===== src/rtl/i2c_seq_pkg.sv =====
package i2c_seq_pkg;

  typedef enum logic [3:0] {
    S_IDLE, S_DONE, S_INIT, S_ADDR, S_ADDR10,
    S_START, S_WRITE, S_READ, S_ERROR
  } seq_state_e;

  typedef enum logic [1:0] {
    ERR_NONE    = 2'd0,
    ERR_NODEV   = 2'd1,
    ERR_ARB     = 2'd2,
    ERR_TIMEOUT = 2'd3
  } err_code_e;

  // strobes from control to datapath
  typedef struct packed {
    logic loadAddr1;
    logic loadAddr2;
    logic loadWr;
    logic capRx;
  } dp_strobe_t;

  typedef struct packed {
    logic valid;
    logic start;
    logic stop;
    logic read;
    logic write;
    logic nack;
    logic iack;
  } core_cmd_t;

endpackage


===== src/rtl/i2c_seq_datapath.sv =====
module i2c_seq_datapath
  import i2c_seq_pkg::*;
(
  input  logic       clk,
  input  logic       rstN,
  input  dp_strobe_t stb,
  input  logic [9:0] descAddr,
  input  logic       descTen,
  input  logic       descRead,
  input  logic [7:0] wrData,
  input  logic [7:0] coreRxByte,
  output logic [7:0] coreTxByte,
  output logic       rdValid,
  output logic [7:0] rdData
);

  always_ff @(posedge clk or negedge rstN) begin
    if (!rstN) begin
      coreTxByte <= '0;
      rdValid    <= 1'b0;
      rdData     <= '0;
    end else begin
      if (stb.loadAddr1) begin
        if (descTen) coreTxByte <= {5'b11110, descAddr[9:8], descRead};
        else         coreTxByte <= {descAddr[6:0], descRead};
      end else if (stb.loadAddr2) begin
        coreTxByte <= descAddr[7:0];
      end else if (stb.loadWr) begin
        coreTxByte <= wrData;
      end
      rdValid <= stb.capRx;
      if (stb.capRx) rdData <= coreRxByte;
    end
  end

  AST_TX_SOURCE_EXCL: assert property (@(posedge clk) disable iff (!rstN)
    $onehot0({stb.loadAddr1, stb.loadAddr2, stb.loadWr}));

endmodule


===== src/rtl/i2c_seq_ctrl.sv =====
module i2c_seq_ctrl
  import i2c_seq_pkg::*;
#(
  parameter int LEN_W       = 8,
  parameter int TIMEOUT_CYC = 1000
) (
  input  logic             clk,
  input  logic             rstN,
  input  logic             msgValid,
  output logic             msgReady,
  input  logic [9:0]       msgAddr,
  input  logic             msgTen,
  input  logic             msgRead,
  input  logic             msgNoStart,
  input  logic             msgLast,
  input  logic [LEN_W-1:0] msgLen,
  input  logic             wrValid,
  output logic             wrReady,
  input  logic             coreTip,
  input  logic             coreBusy,
  input  logic             coreNack,
  input  logic             coreArbLost,
  output core_cmd_t        cmd,
  output dp_strobe_t       stb,
  output logic [9:0]       descAddr,
  output logic             descTen,
  output logic             descRead,
  output logic             seqActive,
  output logic             seqDone,
  output logic             seqError,
  output logic [1:0]       seqErrCode
);

  localparam int WD_W = $clog2(TIMEOUT_CYC + 1);
  localparam logic [WD_W-1:0] WD_LAST = WD_W'(TIMEOUT_CYC - 1);

  seq_state_e       st, stN;
  err_code_e        errQ, errN;
  logic             lastR;
  logic [LEN_W-1:0] lenR, pos, posN;
  logic [WD_W-1:0]  wd;
  core_cmd_t        cmdN;
  logic             loadDesc, step, canStep, doneN, failN, timeoutHit;
  logic             isRd, endMsg, needDesc, curRd;
  logic [LEN_W:0]   pos1;
  logic [LEN_W-1:0] curLen, curPos;

  always_comb begin
    stN      = st;
    posN     = pos;
    errN     = errQ;
    cmdN     = '0;
    stb      = '0;
    loadDesc = 1'b0;
    msgReady = 1'b0;
    wrReady  = 1'b0;
    step     = 1'b0;
    doneN    = 1'b0;
    failN    = 1'b0;
    canStep  = (st != S_IDLE) && !cmd.valid && !coreTip;
    isRd     = (st == S_READ);
    pos1     = {1'b0, pos} + (LEN_W+1)'(isRd);
    endMsg   = pos1 >= {1'b0, lenR};
    needDesc = endMsg && !lastR;
    curRd    = needDesc ? msgRead : descRead;
    curLen   = needDesc ? msgLen : lenR;
    curPos   = needDesc ? '0 : pos1[LEN_W-1:0];

    case (st)
      S_IDLE: begin
        if (msgValid) begin
          msgReady = 1'b1;
          loadDesc = 1'b1;
          posN     = '0;
          errN     = ERR_NONE;
          stN      = S_INIT;
        end
      end
      S_DONE, S_ERROR: begin
        if (canStep) begin
          cmdN.valid = 1'b1;
          cmdN.iack  = 1'b1;
          step       = 1'b1;
          doneN      = (st == S_DONE);
          failN      = (st == S_ERROR);
          stN        = S_IDLE;
        end
      end
      default: begin
        if (canStep) begin
          if (coreArbLost) begin
            cmdN.valid = 1'b1;
            cmdN.stop  = 1'b1;
            errN       = ERR_ARB;
            stN        = S_ERROR;
            step       = 1'b1;
          end else if (st == S_INIT && coreBusy) begin
            // bus held elsewhere: no step
          end else if (st == S_INIT || st == S_ADDR) begin
            cmdN.valid     = 1'b1;
            cmdN.start     = 1'b1;
            cmdN.write     = 1'b1;
            stb.loadAddr1  = 1'b1;
            stN            = descTen ? S_ADDR10 : S_START;
            step           = 1'b1;
          end else if (st == S_ADDR10) begin
            cmdN.valid     = 1'b1;
            cmdN.write     = 1'b1;
            stb.loadAddr2  = 1'b1;
            stN            = S_START;
            step           = 1'b1;
          end else if ((st == S_START || st == S_WRITE) && coreNack) begin
            cmdN.valid = 1'b1;
            cmdN.stop  = 1'b1;
            errN       = ERR_NODEV;
            stN        = S_ERROR;
            step       = 1'b1;
          end else if (endMsg && lastR) begin
            stb.capRx  = isRd;
            cmdN.valid = 1'b1;
            cmdN.stop  = 1'b1;
            stN        = S_DONE;
            step       = 1'b1;
          end else if (needDesc && !msgValid) begin
            // next descriptor not yet offered: stall
          end else if (needDesc && !msgNoStart) begin
            stb.capRx = isRd;
            loadDesc  = 1'b1;
            msgReady  = 1'b1;
            posN      = '0;
            stN       = S_ADDR;
            step      = 1'b1;
          end else if (curRd) begin
            stb.capRx  = isRd;
            loadDesc   = needDesc;
            msgReady   = needDesc;
            cmdN.valid = 1'b1;
            cmdN.read  = 1'b1;
            cmdN.nack  = (curPos == curLen - LEN_W'(1));
            posN       = curPos;
            stN        = S_READ;
            step       = 1'b1;
          end else if (wrValid) begin
            stb.capRx  = isRd;
            stb.loadWr = 1'b1;
            wrReady    = 1'b1;
            loadDesc   = needDesc;
            msgReady   = needDesc;
            cmdN.valid = 1'b1;
            cmdN.write = 1'b1;
            posN       = curPos + LEN_W'(1);
            stN        = S_WRITE;
            step       = 1'b1;
          end
        end
      end
    endcase
  end

  assign timeoutHit = (st != S_IDLE) && !step && (wd == WD_LAST);
  assign seqActive  = (st != S_IDLE);

  always_ff @(posedge clk or negedge rstN) begin
    if (!rstN) begin
      st         <= S_IDLE;
      errQ       <= ERR_NONE;
      pos        <= '0;
      wd         <= '0;
      cmd        <= '0;
      seqDone    <= 1'b0;
      seqError   <= 1'b0;
      seqErrCode <= 2'd0;
      descAddr   <= '0;
      descTen    <= 1'b0;
      descRead   <= 1'b0;
      lastR      <= 1'b0;
      lenR       <= '0;
    end else begin
      cmd     <= cmdN;
      seqDone <= doneN;
      if (timeoutHit) begin
        st         <= S_IDLE;
        wd         <= '0;
        seqError   <= 1'b1;
        seqErrCode <= ERR_TIMEOUT;
      end else begin
        st         <= stN;
        pos        <= posN;
        errQ       <= errN;
        seqError   <= failN;
        seqErrCode <= failN ? errQ : ERR_NONE;
        wd         <= (st == S_IDLE || step) ? '0 : wd + WD_W'(1);
      end
      if (loadDesc) begin
        descAddr <= msgAddr;
        descTen  <= msgTen;
        descRead <= msgRead;
        lastR    <= msgLast;
        lenR     <= msgLen;
      end
    end
  end

  AST_NO_STEP_IN_TIP: assert property (@(posedge clk) disable iff (!rstN)
    coreTip |=> !cmd.valid);

  AST_BUSY_HOLDS: assert property (@(posedge clk) disable iff (!rstN)
    (st == S_INIT && coreBusy && !coreArbLost) |=> !cmd.valid);

  AST_NACK_STOPS: assert property (@(posedge clk) disable iff (!rstN)
    (canStep && (st == S_START || st == S_WRITE) && coreNack && !coreArbLost)
      |=> (cmd.stop && st == S_ERROR && errQ == ERR_NODEV));

  AST_ARB_STOPS: assert property (@(posedge clk) disable iff (!rstN)
    (canStep && coreArbLost && st != S_DONE && st != S_ERROR)
      |=> (cmd.stop && st == S_ERROR && errQ == ERR_ARB));

  AST_DONE_WITH_IACK: assert property (@(posedge clk) disable iff (!rstN)
    seqDone |-> (cmd.valid && cmd.iack && seqErrCode == 2'd0 && !seqError));

endmodule


===== src/rtl/i2c_msg_sequencer.sv =====
module i2c_msg_sequencer
  import i2c_seq_pkg::*;
#(
  parameter int LEN_W       = 8,
  parameter int TIMEOUT_CYC = 1000
) (
  input  logic             clk,
  input  logic             rstN,
  input  logic             msgValid,
  output logic             msgReady,
  input  logic [9:0]       msgAddr,
  input  logic             msgTen,
  input  logic             msgRead,
  input  logic             msgNoStart,
  input  logic             msgLast,
  input  logic [LEN_W-1:0] msgLen,
  input  logic             wrValid,
  output logic             wrReady,
  input  logic [7:0]       wrData,
  output logic             rdValid,
  output logic [7:0]       rdData,
  output logic             coreCmdValid,
  output logic             coreCmdStart,
  output logic             coreCmdStop,
  output logic             coreCmdRead,
  output logic             coreCmdWrite,
  output logic             coreCmdNack,
  output logic             coreCmdIack,
  output logic [7:0]       coreTxByte,
  input  logic [7:0]       coreRxByte,
  input  logic             coreTip,
  input  logic             coreBusy,
  input  logic             coreNack,
  input  logic             coreArbLost,
  output logic             seqActive,
  output logic             seqDone,
  output logic             seqError,
  output logic [1:0]       seqErrCode
);

  core_cmd_t  cmd;
  dp_strobe_t stb;
  logic [9:0] descAddr;
  logic       descTen, descRead;

  i2c_seq_ctrl #(.LEN_W(LEN_W), .TIMEOUT_CYC(TIMEOUT_CYC)) u_ctrl (
    .clk(clk), .rstN(rstN),
    .msgValid(msgValid), .msgReady(msgReady), .msgAddr(msgAddr),
    .msgTen(msgTen), .msgRead(msgRead), .msgNoStart(msgNoStart),
    .msgLast(msgLast), .msgLen(msgLen),
    .wrValid(wrValid), .wrReady(wrReady),
    .coreTip(coreTip), .coreBusy(coreBusy), .coreNack(coreNack),
    .coreArbLost(coreArbLost),
    .cmd(cmd), .stb(stb),
    .descAddr(descAddr), .descTen(descTen), .descRead(descRead),
    .seqActive(seqActive), .seqDone(seqDone), .seqError(seqError),
    .seqErrCode(seqErrCode)
  );

  i2c_seq_datapath u_dp (
    .clk(clk), .rstN(rstN), .stb(stb),
    .descAddr(descAddr), .descTen(descTen), .descRead(descRead),
    .wrData(wrData), .coreRxByte(coreRxByte),
    .coreTxByte(coreTxByte), .rdValid(rdValid), .rdData(rdData)
  );

  assign coreCmdValid = cmd.valid;
  assign coreCmdStart = cmd.start;
  assign coreCmdStop  = cmd.stop;
  assign coreCmdRead  = cmd.read;
  assign coreCmdWrite = cmd.write;
  assign coreCmdNack  = cmd.nack;
  assign coreCmdIack  = cmd.iack;

endmodule


===== config.mk =====
export PLATFORM = sky130hd
export DESIGN_NAME = i2c_msg_sequencer
export DESIGN_NICKNAME = d
export VERILOG_FILES = /design/src/rtl/i2c_seq_pkg.sv /design/src/rtl/i2c_seq_datapath.sv /design/src/rtl/i2c_seq_ctrl.sv /design/src/rtl/i2c_msg_sequencer.sv
export SDC_FILE = /design/constraint.sdc
export NUM_CORES = 1
export LEC_CHECK = 0
export ABC_CLOCK_PERIOD_IN_PS = 9600
export CORE_ASPECT_RATIO = 1.2
export CORE_MARGIN = 2
export CORE_UTILIZATION = 54
export DETAILED_ROUTE_END_ITERATION = 10
export GPL_ROUTABILITY_DRIVEN = 0
export PLACE_DENSITY_LB_ADDON = 0.1
export SYNTH_ARGS = -nofsm -noshare
export SYNTH_HDL_FRONTEND = slang
export SYNTH_SLANG_ARGS = --single-unit

===== constraint.sdc =====
create_clock -name clk -period 9.6 [get_ports clk]
set_input_delay 2.4 -clock clk [delete_from_list [all_inputs] [get_ports clk]]
set_output_delay 2.4 -clock clk [all_outputs]
set_load 0.05 [all_outputs]

==> results.cfg, run 1 <==
[outcome]
outcome = finished, final reports clean

[floorplan]
die-area_um2 = 8800
die_x_um = 86.0
core-area_um2 = 7750
rows = 35
pin_count = 77
die_y_um = 102
initial_core_util_pct = 56.2

[cts]
clockBufferDepth = 2
postCtsResizedCells = 0
cts_tree = built
cts_buffers = 9
holdBufCountCts = 0
insertion_delay_ns = 0.35
htreeDepth = 3
cts.clk_slew.worst_paths_ns = 0.08
cts_setup_buffers = 0
clock-sinks = 73
clk_root_buffer_cell = clkbuf_8

[worst_setup_path]
ff2ff_path_depth = 20
r2r-end = u_ctrl.pos[6]
start_kind = register
endpoint_kind = primary output
r2r_slack_ns = 4.13
timing.rr.start = u_ctrl.st[2]
cp.required_ns = 7.20
arrival_ns = 5.64
critPathMaxFanout = 22
path_class = reg2out

[global_routing]
grt_use_total_pct = 24.1
grt_max_degree = 74
grt_pass1_vias = 3557
grt.overflow.total = 0
grt_pass1_wl_mm = 16.7
antenna_found_initial = 0

[pwr]
ir_worst_vdd_uv = 173
p_total_mw = 1.45
power_leakage_nw = 2.39
power.density_nw_per_um2 = 270

[sta]
max_freq_mhz = 124
tightestPinTransition_ns = 0.907
timing.final.hold_violations = 0
finalMaxSlewViolations = 0
fin_crit_ns = 8.04
rsz0062_at_grt = false
slew_headroom_pct = 39.5
setup_viol = 0
period_share_pct = 83.7
skew_ns = 0.00841
fin_setup_tns_ns = 0

[synthesis]
synth-main-ff-cell = dfrtp_1
avgSynthCellArea_um2 = 9.87
synth_area_um2 = 4350
ys_ff_latch = 73
synth.distinct_cells = 59
synth_enable_flop_cells = 0
synth_area_leaders = dfrtp_1, mux2_2, xnor2_1
yosysWarnings = 0
async_flop_share_pct = 100
synth_top_area_share_pct = 42.0
synth_fp_nets = 500
syn-instance-count = 441
yosysTopAreaCell = dfrtp_1
yosysSeqAreaShare_pct = 42.0

[finish]
n_antenna_cell = 0
drive_above_1_share_pct = 11.6
final_common_cell = clkdlybuf4s50_1
area_growth_pct = 22.8
utilization_pct = 69.0
final_cell_mix = clkdlybuf4s50_1, dfrtp_1, nor2_1
fillers = 614
finalNetCount = 570

[worst_hold_path]
min_path_cells = 1
hold_path_startpoint = u_ctrl.wd[0]
min_to = u_ctrl.wd[0]
hp-class = reg2reg

[route]
wirelength_mm = 10.0
firstDrtPassIters = 5
via_count = 3571
routedWlPerCell_um = 16.5
drc = 0
drtIter0Drc = 187
via_per_inst = 5.87
ant_nets = 0

[placement]
hpwl_mm = 7.44
port_buffers = 76

[flow_run]
max-cap-violations = 0
worst max-delay path by stage:
stage                            start  endpoint  slack (ns)  cells after the start
after floorplan           u_ctrl.st[2]   wrReady        2.81                     16
after global placement     coreArbLost  msgReady        2.21                      8
after detailed placement  u_ctrl.st[2]  msgReady        2.04                     17
after CTS                 u_ctrl.st[2]  msgReady        1.60                     17
after global routing      u_ctrl.st[2]  msgReady        1.17                     17
final                     u_ctrl.st[2]  msgReady        1.56                     17
Yosys cell counts, types with 10 or more instances:
cell type,n
a21oi_1,22
dfrtp_1,73
ha_1,13
inv_1,23
mux2_2,34
mux2i_1,15
nand2_1,24
nand3_1,14
nor2_1,36
nor3_1,13
o21ai_0,18
xnor2_1,21
xor2_1,10
cell families after synthesis:
| group | after synthesis | synth area share, % |
|---|---|---|
| AO/OA/AOI/OAI | 88 | 13.6 |
| XOR/XNOR | 32 | 6.75 |
| adder cells (fa/ha/maj) | 13 | 3.74 |
| buffers and inverters | 41 | 3.94 |
| flip-flops | 73 | 42.0 |
| multiplexers | 52 | 13.0 |
| AND/OR/NAND/NOR | 142 | 17.0 |
per-layer routing:
layer,vias up,global-route usage (%),part of all wire (%)
met5,-,0,0
met4,0,7.81,1.3
met3,14,6.22,5.9
met2,122,38.6,48
met1,1716,32.2,45
li1,1719,-,-
area by class of cell:
| type | instances | area (um^2) | area share, % |
|---|---|---|---|
| Clock buffer | 10 | 128 | 2.39 |
| Clock inverter | 6 | 66.3 | 1.24 |
| Inverter | 23 | 86.3 | 1.61 |
| Multi-Input combinational cell | 327 | 2360 | 44.1 |
| Sequential cell | 73 | 1830 | 34.2 |
| Tap cell | 92 | 115 | 2.15 |
| Timing Repair Buffer | 77 | 766 | 14.3 |
metrics by stage:
stage               setup slack [ns]  instance area [um^2]  cells  hold WS [ns]
floorplan                       2.81                  4350    441         0.425
global placement                2.21                  5150    592         0.438
detailed placement              2.04                  5150    592         0.447
CTS                             1.60                  5350    608         0.457
global route                    1.17                  5350    608         0.480
finish                          1.56                  5350    608         0.458
power by group:
group / switching, mW / leakage [nW] / internal (mW) / total [mW]
Sequential: 0.0997 / 0.947 / 0.398 / 0.497
Clock: 0.120 / 0.0889 / 0.121 / 0.241
Combinational: 0.403 / 1.35 / 0.304 / 0.707
state kept, by name (all words and copies together), names as in the netlist, 2 cells and up:
register and flops:
u_ctrl.cmd 7, u_ctrl.descAddr 10, u_ctrl.errQ 2, u_ctrl.lenR 8
u_ctrl.pos 8, u_ctrl.seqErrCode 2, u_ctrl.st 4, u_ctrl.wd 10
u_dp.coreTxByte 8, u_dp.rdData 8
critical path, stage by stage, from the launching register on:
cell	delay, ns
dfrtp_1	0.52
nor2b_1	0.32
and3_1	0.25
ha_1	0.23
ha_1	0.24
nand3_1	0.12
xor2_1	0.30
inv_1	0.17
ha_1	0.32
a21o_1	0.16
a221o_1	0.39
a211o_1	0.39
nand2_1	0.47
nor3_1	0.14
o21ai_2	0.13
buf_4	0.32
inv_1	0.08
clkdlybuf4s50_1	0.71
Power figures use the tool's default switching activity.
==> run 2: changes to the inputs <==
--- a/config.mk
+++ b/config.mk
@@ -5,10 +5,10 @@
 export SDC_FILE = /design/constraint.sdc
 export NUM_CORES = 1
 export LEC_CHECK = 0
-export ABC_CLOCK_PERIOD_IN_PS = 9600
+export ABC_CLOCK_PERIOD_IN_PS = 8050
 export CORE_ASPECT_RATIO = 1.2
 export CORE_MARGIN = 2
-export CORE_UTILIZATION = 54
+export CORE_UTILIZATION = 53
 export DETAILED_ROUTE_END_ITERATION = 10
 export GPL_ROUTABILITY_DRIVEN = 0
 export PLACE_DENSITY_LB_ADDON = 0.1
==> constraint.sdc (replaced) <==
create_clock -name clk -period 8.05 [get_ports clk]
set_input_delay 2.0125 -clock clk [delete_from_list [all_inputs] [get_ports clk]]
set_output_delay 2.0125 -clock clk [all_outputs]
set_load 0.05 [all_outputs]
==> run 2 against run 1 <==
Compared with the run above: hold slack better by 0.0015 ns; largest power group unchanged; global-route usage is 0.20 points lower; wire length unchanged.
==> results.cfg, run 2 (synthesized netlist as in run 1, its figures left out) <==
[sta]
fin_setup_tns_ns = 0
setup_viol = 0
rsz0062_at_grt = false
max_freq_mhz = 137
skew_ns = 0.00990
finalMaxSlewViolations = 0
slew_headroom_pct = 39.2
fin_crit_ns = 7.31
timing.final.hold_violations = 0
tightestPinTransition_ns = 0.912
period_share_pct = 90.8

[floorplan]
die_x_um = 86.7
rows = 36
initial_core_util_pct = 54.0
core-area_um2 = 8060
pin_count = 77
die-area_um2 = 8960
die_y_um = 103

[finish]
fillers = 631
finalNetCount = 570
drive_above_1_share_pct = 11.6
regArea_um2 = 1830
n_antenna_cell = 0
multi_input_area_um2 = 2360
area_growth_pct = 23.5
final_cell_mix = clkdlybuf4s50_1, dfrtp_1, nor2_1
stdcell_area_um2 = 5370
top_regs = u_ctrl.descAddr (10), u_ctrl.wd (10)
final_common_cell = clkdlybuf4s50_1

[route]
wirelength_mm = 10.0
firstDrtPassIters = 5
via_per_inst = 5.85
ant_nets = 0
routedWlPerCell_um = 16.4
drc = 0
drtIter0Drc = 247
via_count = 3576

[pwr]
power.density_nw_per_um2 = 326
ir_worst_vdd_uv = 175
pwr-share-seq_pct = 33.7
internal-power_mw = 1.01
switchingPower_mw = 0.739
switching_share_pct = 42.2
combinationalPowerShare_pct = 48.1
power_leakage_nw = 2.41
pwr-share-clk_pct = 18.2

[cts]
cts.clk_slew.worst_paths_ns = 0.08
cts_buffers = 9
clk_root_buffer_cell = clkbuf_8
clockBufferDepth = 2
htreeDepth = 3
postCtsResizedCells = 0
insertion_delay_ns = 0.35
clock-sinks = 73
cts_tree = built
holdBufCountCts = 0
cts_setup_buffers = 0

[worst_setup_path]
start_kind = register
arrival_ns = 5.30
timing.rr.start = u_ctrl.st[2]
crit_end = msgReady
startpoint = u_ctrl.st[2]
path_class = reg2out
ff2ff_path_depth = 20
r2r-end = u_ctrl.pos[6]
endpoint_kind = primary output
r2r_slack_ns = 2.65
cp.required_ns = 6.04
critPathMaxFanout = 17

[placement]
dpl-instance-area_um2 = 5160
port_buffers = 76
hpwl_mm = 7.38

[global_routing]
grt_pass1_vias = 3472
grt_pass1_wl_mm = 16.8
grt.overflow.total = 0
grt_max_degree = 74
grt_use_total_pct = 23.9
antenna_found_initial = 0

[worst_hold_path]
min_path_cells = 1
hp-class = reg2reg

[outcome]
outcome = finished, final reports clean

[flow_run]
max-cap-violations = 0
==> run 2: changes by cell type in the layout (fill, tap and decap cells not counted), sizes merged <==
| cell | change |
|---|---|
| clkinv | +1 |
| clkinvlp | -2 |
| bufinv | +1 |
==> run 2: how the worst min path moves through the flow <==
stage,start,to
floorplan,u_ctrl.wd[0],u_ctrl.wd[0]
global placement,u_ctrl.wd[0],u_ctrl.wd[0]
detailed placement,u_ctrl.wd[0],u_ctrl.wd[0]
CTS,u_ctrl.wd[0],u_ctrl.wd[0]
global route,u_ctrl.wd[0],u_ctrl.wd[0]
finish,u_ctrl.wd[0],u_ctrl.wd[0]
==> run 2: worst max-delay path, cell delays in order (launching register included) <==
cell and delay (ns):
dfrtp_1 0.51, nor2b_1 0.27, and3_1 0.23, ha_1 0.23, ha_1 0.25, nand3_1 0.11, xor2_1 0.30, inv_1 0.18
ha_1 0.32, a21o_1 0.16, a221o_1 0.39, a211o_1 0.39, nand2_1 0.49, nor3_1 0.16, o21ai_2 0.18, inv_1 0.05
clkdlybuf4s50_1 0.70
==> run 2: metrics by stage <==
step	worst slack (ns)	power, mW	utilization, %	std cells	hold WS [ns]
2_1_floorplan	1.65	1.20	-	441	0.425
3_3_place_gp	1.36	1.42	64.0	595	0.442
3_5_place_dp	1.23	1.43	64.0	595	0.451
4_1_cts	0.784	1.76	66.7	611	0.463
5_1_grt	0.373	1.87	66.7	611	0.475
6_report	0.742	1.75	66.7	611	0.459
==> run 2: metal layers <==
metal | track usage (%) | up-vias | part of all wire [%]
met5 | 0 | - | 0
met4 | 8.05 | 0 | 1.6
met3 | 4.68 | 14 | 5.8
met2 | 37.0 | 119 | 47
met1 | 33.9 | 1722 | 45
li1 | - | 1721 | -
==> run 2: area by class of cell <==
| cell class | count | share of cell area (%) |
|---|---|---|
| multi-input combinational | 327 | 43.9 |
| sequential | 73 | 34.0 |
| timing repair buffer | 77 | 14.2 |
| clock buffer | 10 | 2.37 |
| tap | 95 | 2.21 |
| clock inverter | 6 | 1.68 |
| inverter | 23 | 1.61 |
==> run 2: power by group through the flow <==
stage / registers [mW] / logic [mW] / clock network (mW)
3_5_place_dp: 0.596 / 0.835 / 0
3_3_place_gp: 0.592 / 0.826 / 0
6_report: 0.591 / 0.843 / 0.319
2_1_floorplan: 0.652 / 0.552 / 0
4_1_cts: 0.589 / 0.842 / 0.326
5_1_grt: 0.610 / 0.924 / 0.340
==> run 3: changes to the inputs <==
--- a/config.mk
+++ b/config.mk
@@ -8,8 +8,9 @@
 export ABC_CLOCK_PERIOD_IN_PS = 8050
 export CORE_ASPECT_RATIO = 1.2
 export CORE_MARGIN = 2
-export CORE_UTILIZATION = 53
+export CORE_UTILIZATION = 54
 export DETAILED_ROUTE_END_ITERATION = 10
+export DONT_BUFFER_PORTS = 1
 export GPL_ROUTABILITY_DRIVEN = 0
 export PLACE_DENSITY_LB_ADDON = 0.1
 export SYNTH_ARGS = -nofsm -noshare
==> run 3 against run 2 <==
Compared with the run above: maximum frequency grew 3.7%; critical endpoint unchanged; non-clock buffer count shrank 76; wire length shrank 6.0%; critical path type unchanged; first-iteration DRC count grew 26%; combinational power shrank 26%; hold slack lost 0.0024 ns.
==> results.cfg, run 3 (synthesized netlist as in run 1, its figures left out) <==
[cts]
cts_buffers = 9
clockBufferDepth = 2
cts_setup_buffers = 0
htreeDepth = 3
postCtsResizedCells = 0
holdBufCountCts = 0
cts_tree = built
cts.clk_slew.worst_paths_ns = 0.08
insertion_delay_ns = 0.35
clk_root_buffer_cell = clkbuf_8
clock-sinks = 73

[placement]
hpwl_mm = 7.00
dp_cells = 516
port_buffers = 0
dpl-instance-area_um2 = 4400

[finish]
layoutNonFillerInstCount = 532
finalNetCount = 494
stdcell_area_um2 = 4630
fillers = 647
final_common_cell = dfrtp_1
top_regs = u_ctrl.descAddr (10), u_ctrl.wd (10)
area_growth_pct = 6.29
final_cell_mix = dfrtp_1, nor2_1, mux2_2
n_antenna_cell = 0
drive_above_1_share_pct = 13.9

[sta]
period_share_pct = 87.5
finalMaxSlewViolations = 0
skew_ns = 0.0117
timing.final.hold_violations = 0
fin_setup_tns_ns = 0
max_freq_mhz = 142
fin_crit_ns = 7.05
tightestPinTransition_ns = 0.872
timing.hold.ws_ns = 0.457
setup_viol = 0
slew_headroom_pct = 41.6
rsz0062_at_grt = false

[floorplan]
die_y_um = 102
die_x_um = 86.0
rows = 35
die-area_um2 = 8800
pin_count = 77
initial_core_util_pct = 56.2
core-area_um2 = 7750

[worst_setup_path]
arrival_ns = 5.04
timing.rr.start = u_ctrl.st[2]
cp.required_ns = 6.04
endpoint_kind = primary output
r2r_slack_ns = 2.71
path_class = reg2out
startpoint = u_ctrl.st[2]
critPathMaxFanout = 22
ff2ff_path_depth = 20
crit_end = msgReady
r2r-end = u_ctrl.pos[6]
start_kind = register

[global_routing]
grt_pass1_wl_mm = 15.6
grt.overflow.total = 0
grt_use_total_pct = 22.5
grt_max_degree = 74
antenna_found_initial = 0
grt_pass1_vias = 3114

[outcome]
outcome = finished, final reports clean

[pwr]
power.density_nw_per_um2 = 357
power_leakage_nw = 2.13
ir_worst_vdd_uv = 178

[route]
firstDrtPassIters = 5
wirelength_mm = 9.44
drtIter0Drc = 311
ant_nets = 0
drc = 0
via_count = 3255
routedWlPerCell_um = 17.8
via_per_inst = 6.12

[flow_run]
max-cap-violations = 0

[worst_hold_path]
hp-class = reg2reg
run 3: routing by layer:
layer	routed length [um]	part of all wire (%)	GRT usage, %
met3	780	8.3	6.70
met2	4240	45	33.5
met4	152	1.6	7.08
met1	4270	45	31.7
met5	0	0	0
run 3: power by group:
| part | total, mW | internal, mW | switching (mW) |
|---|---|---|---|
| clock network | 0.323 | 0.184 | 0.140 |
| logic | 0.620 | 0.284 | 0.336 |
| registers | 0.709 | 0.472 | 0.237 |
| total | 1.65 | 0.941 | 0.712 |
run 3: critical path: stages, from the launching register on:
cell and delay (ns):
dfrtp_1 0.51, nor2b_1 0.29, and3_1 0.24, ha_1 0.23
ha_1 0.24, nand3_1 0.11, xor2_1 0.29, inv_1 0.17
ha_1 0.31, a21o_1 0.16, a221o_1 0.39, a211o_1 0.40
nand2_1 0.46, nor3_1 0.14, o21ai_2 0.13, buf_4 0.30
inv_1 0.29
run 3: how the worst min path moves through the flow:
stage	start	to	cells after the start
2_1_floorplan	u_ctrl.wd[0]	u_ctrl.wd[0]	1
3_3_place_gp	u_ctrl.wd[0]	u_ctrl.wd[0]	1
3_5_place_dp	u_ctrl.wd[0]	u_ctrl.wd[0]	1
4_1_cts	u_ctrl.wd[0]	u_ctrl.wd[0]	1
5_1_grt	u_ctrl.wd[0]	u_ctrl.wd[0]	1
6_report	u_ctrl.wd[0]	u_ctrl.wd[0]	1
run 3: per-stage QoR:
| stage | total power, mW | util, % | worst slack, ns |
|---|---|---|---|
| finish | 1.65 | 59.7 | 1.00 |
| global route | 1.77 | 59.7 | 0.533 |
| CTS | 1.66 | 59.7 | 1.00 |
| detailed placement | 1.33 | 56.8 | 1.41 |
| global placement | 1.32 | 56.8 | 1.61 |
| floorplan | 1.20 | - | 1.65 |
run 3: cell type report:
type                    instances  area [um^2]  area share [%]
well taps                      92          115            2.49
clock inverters                 6         90.1            1.95
flip-flops and latches         73         1830            39.5
repair buffers                  1         7.51           0.162
multi-input cells             327         2360            51.1
clock buffers                  10          138            2.97
inverters                      23         86.3            1.87
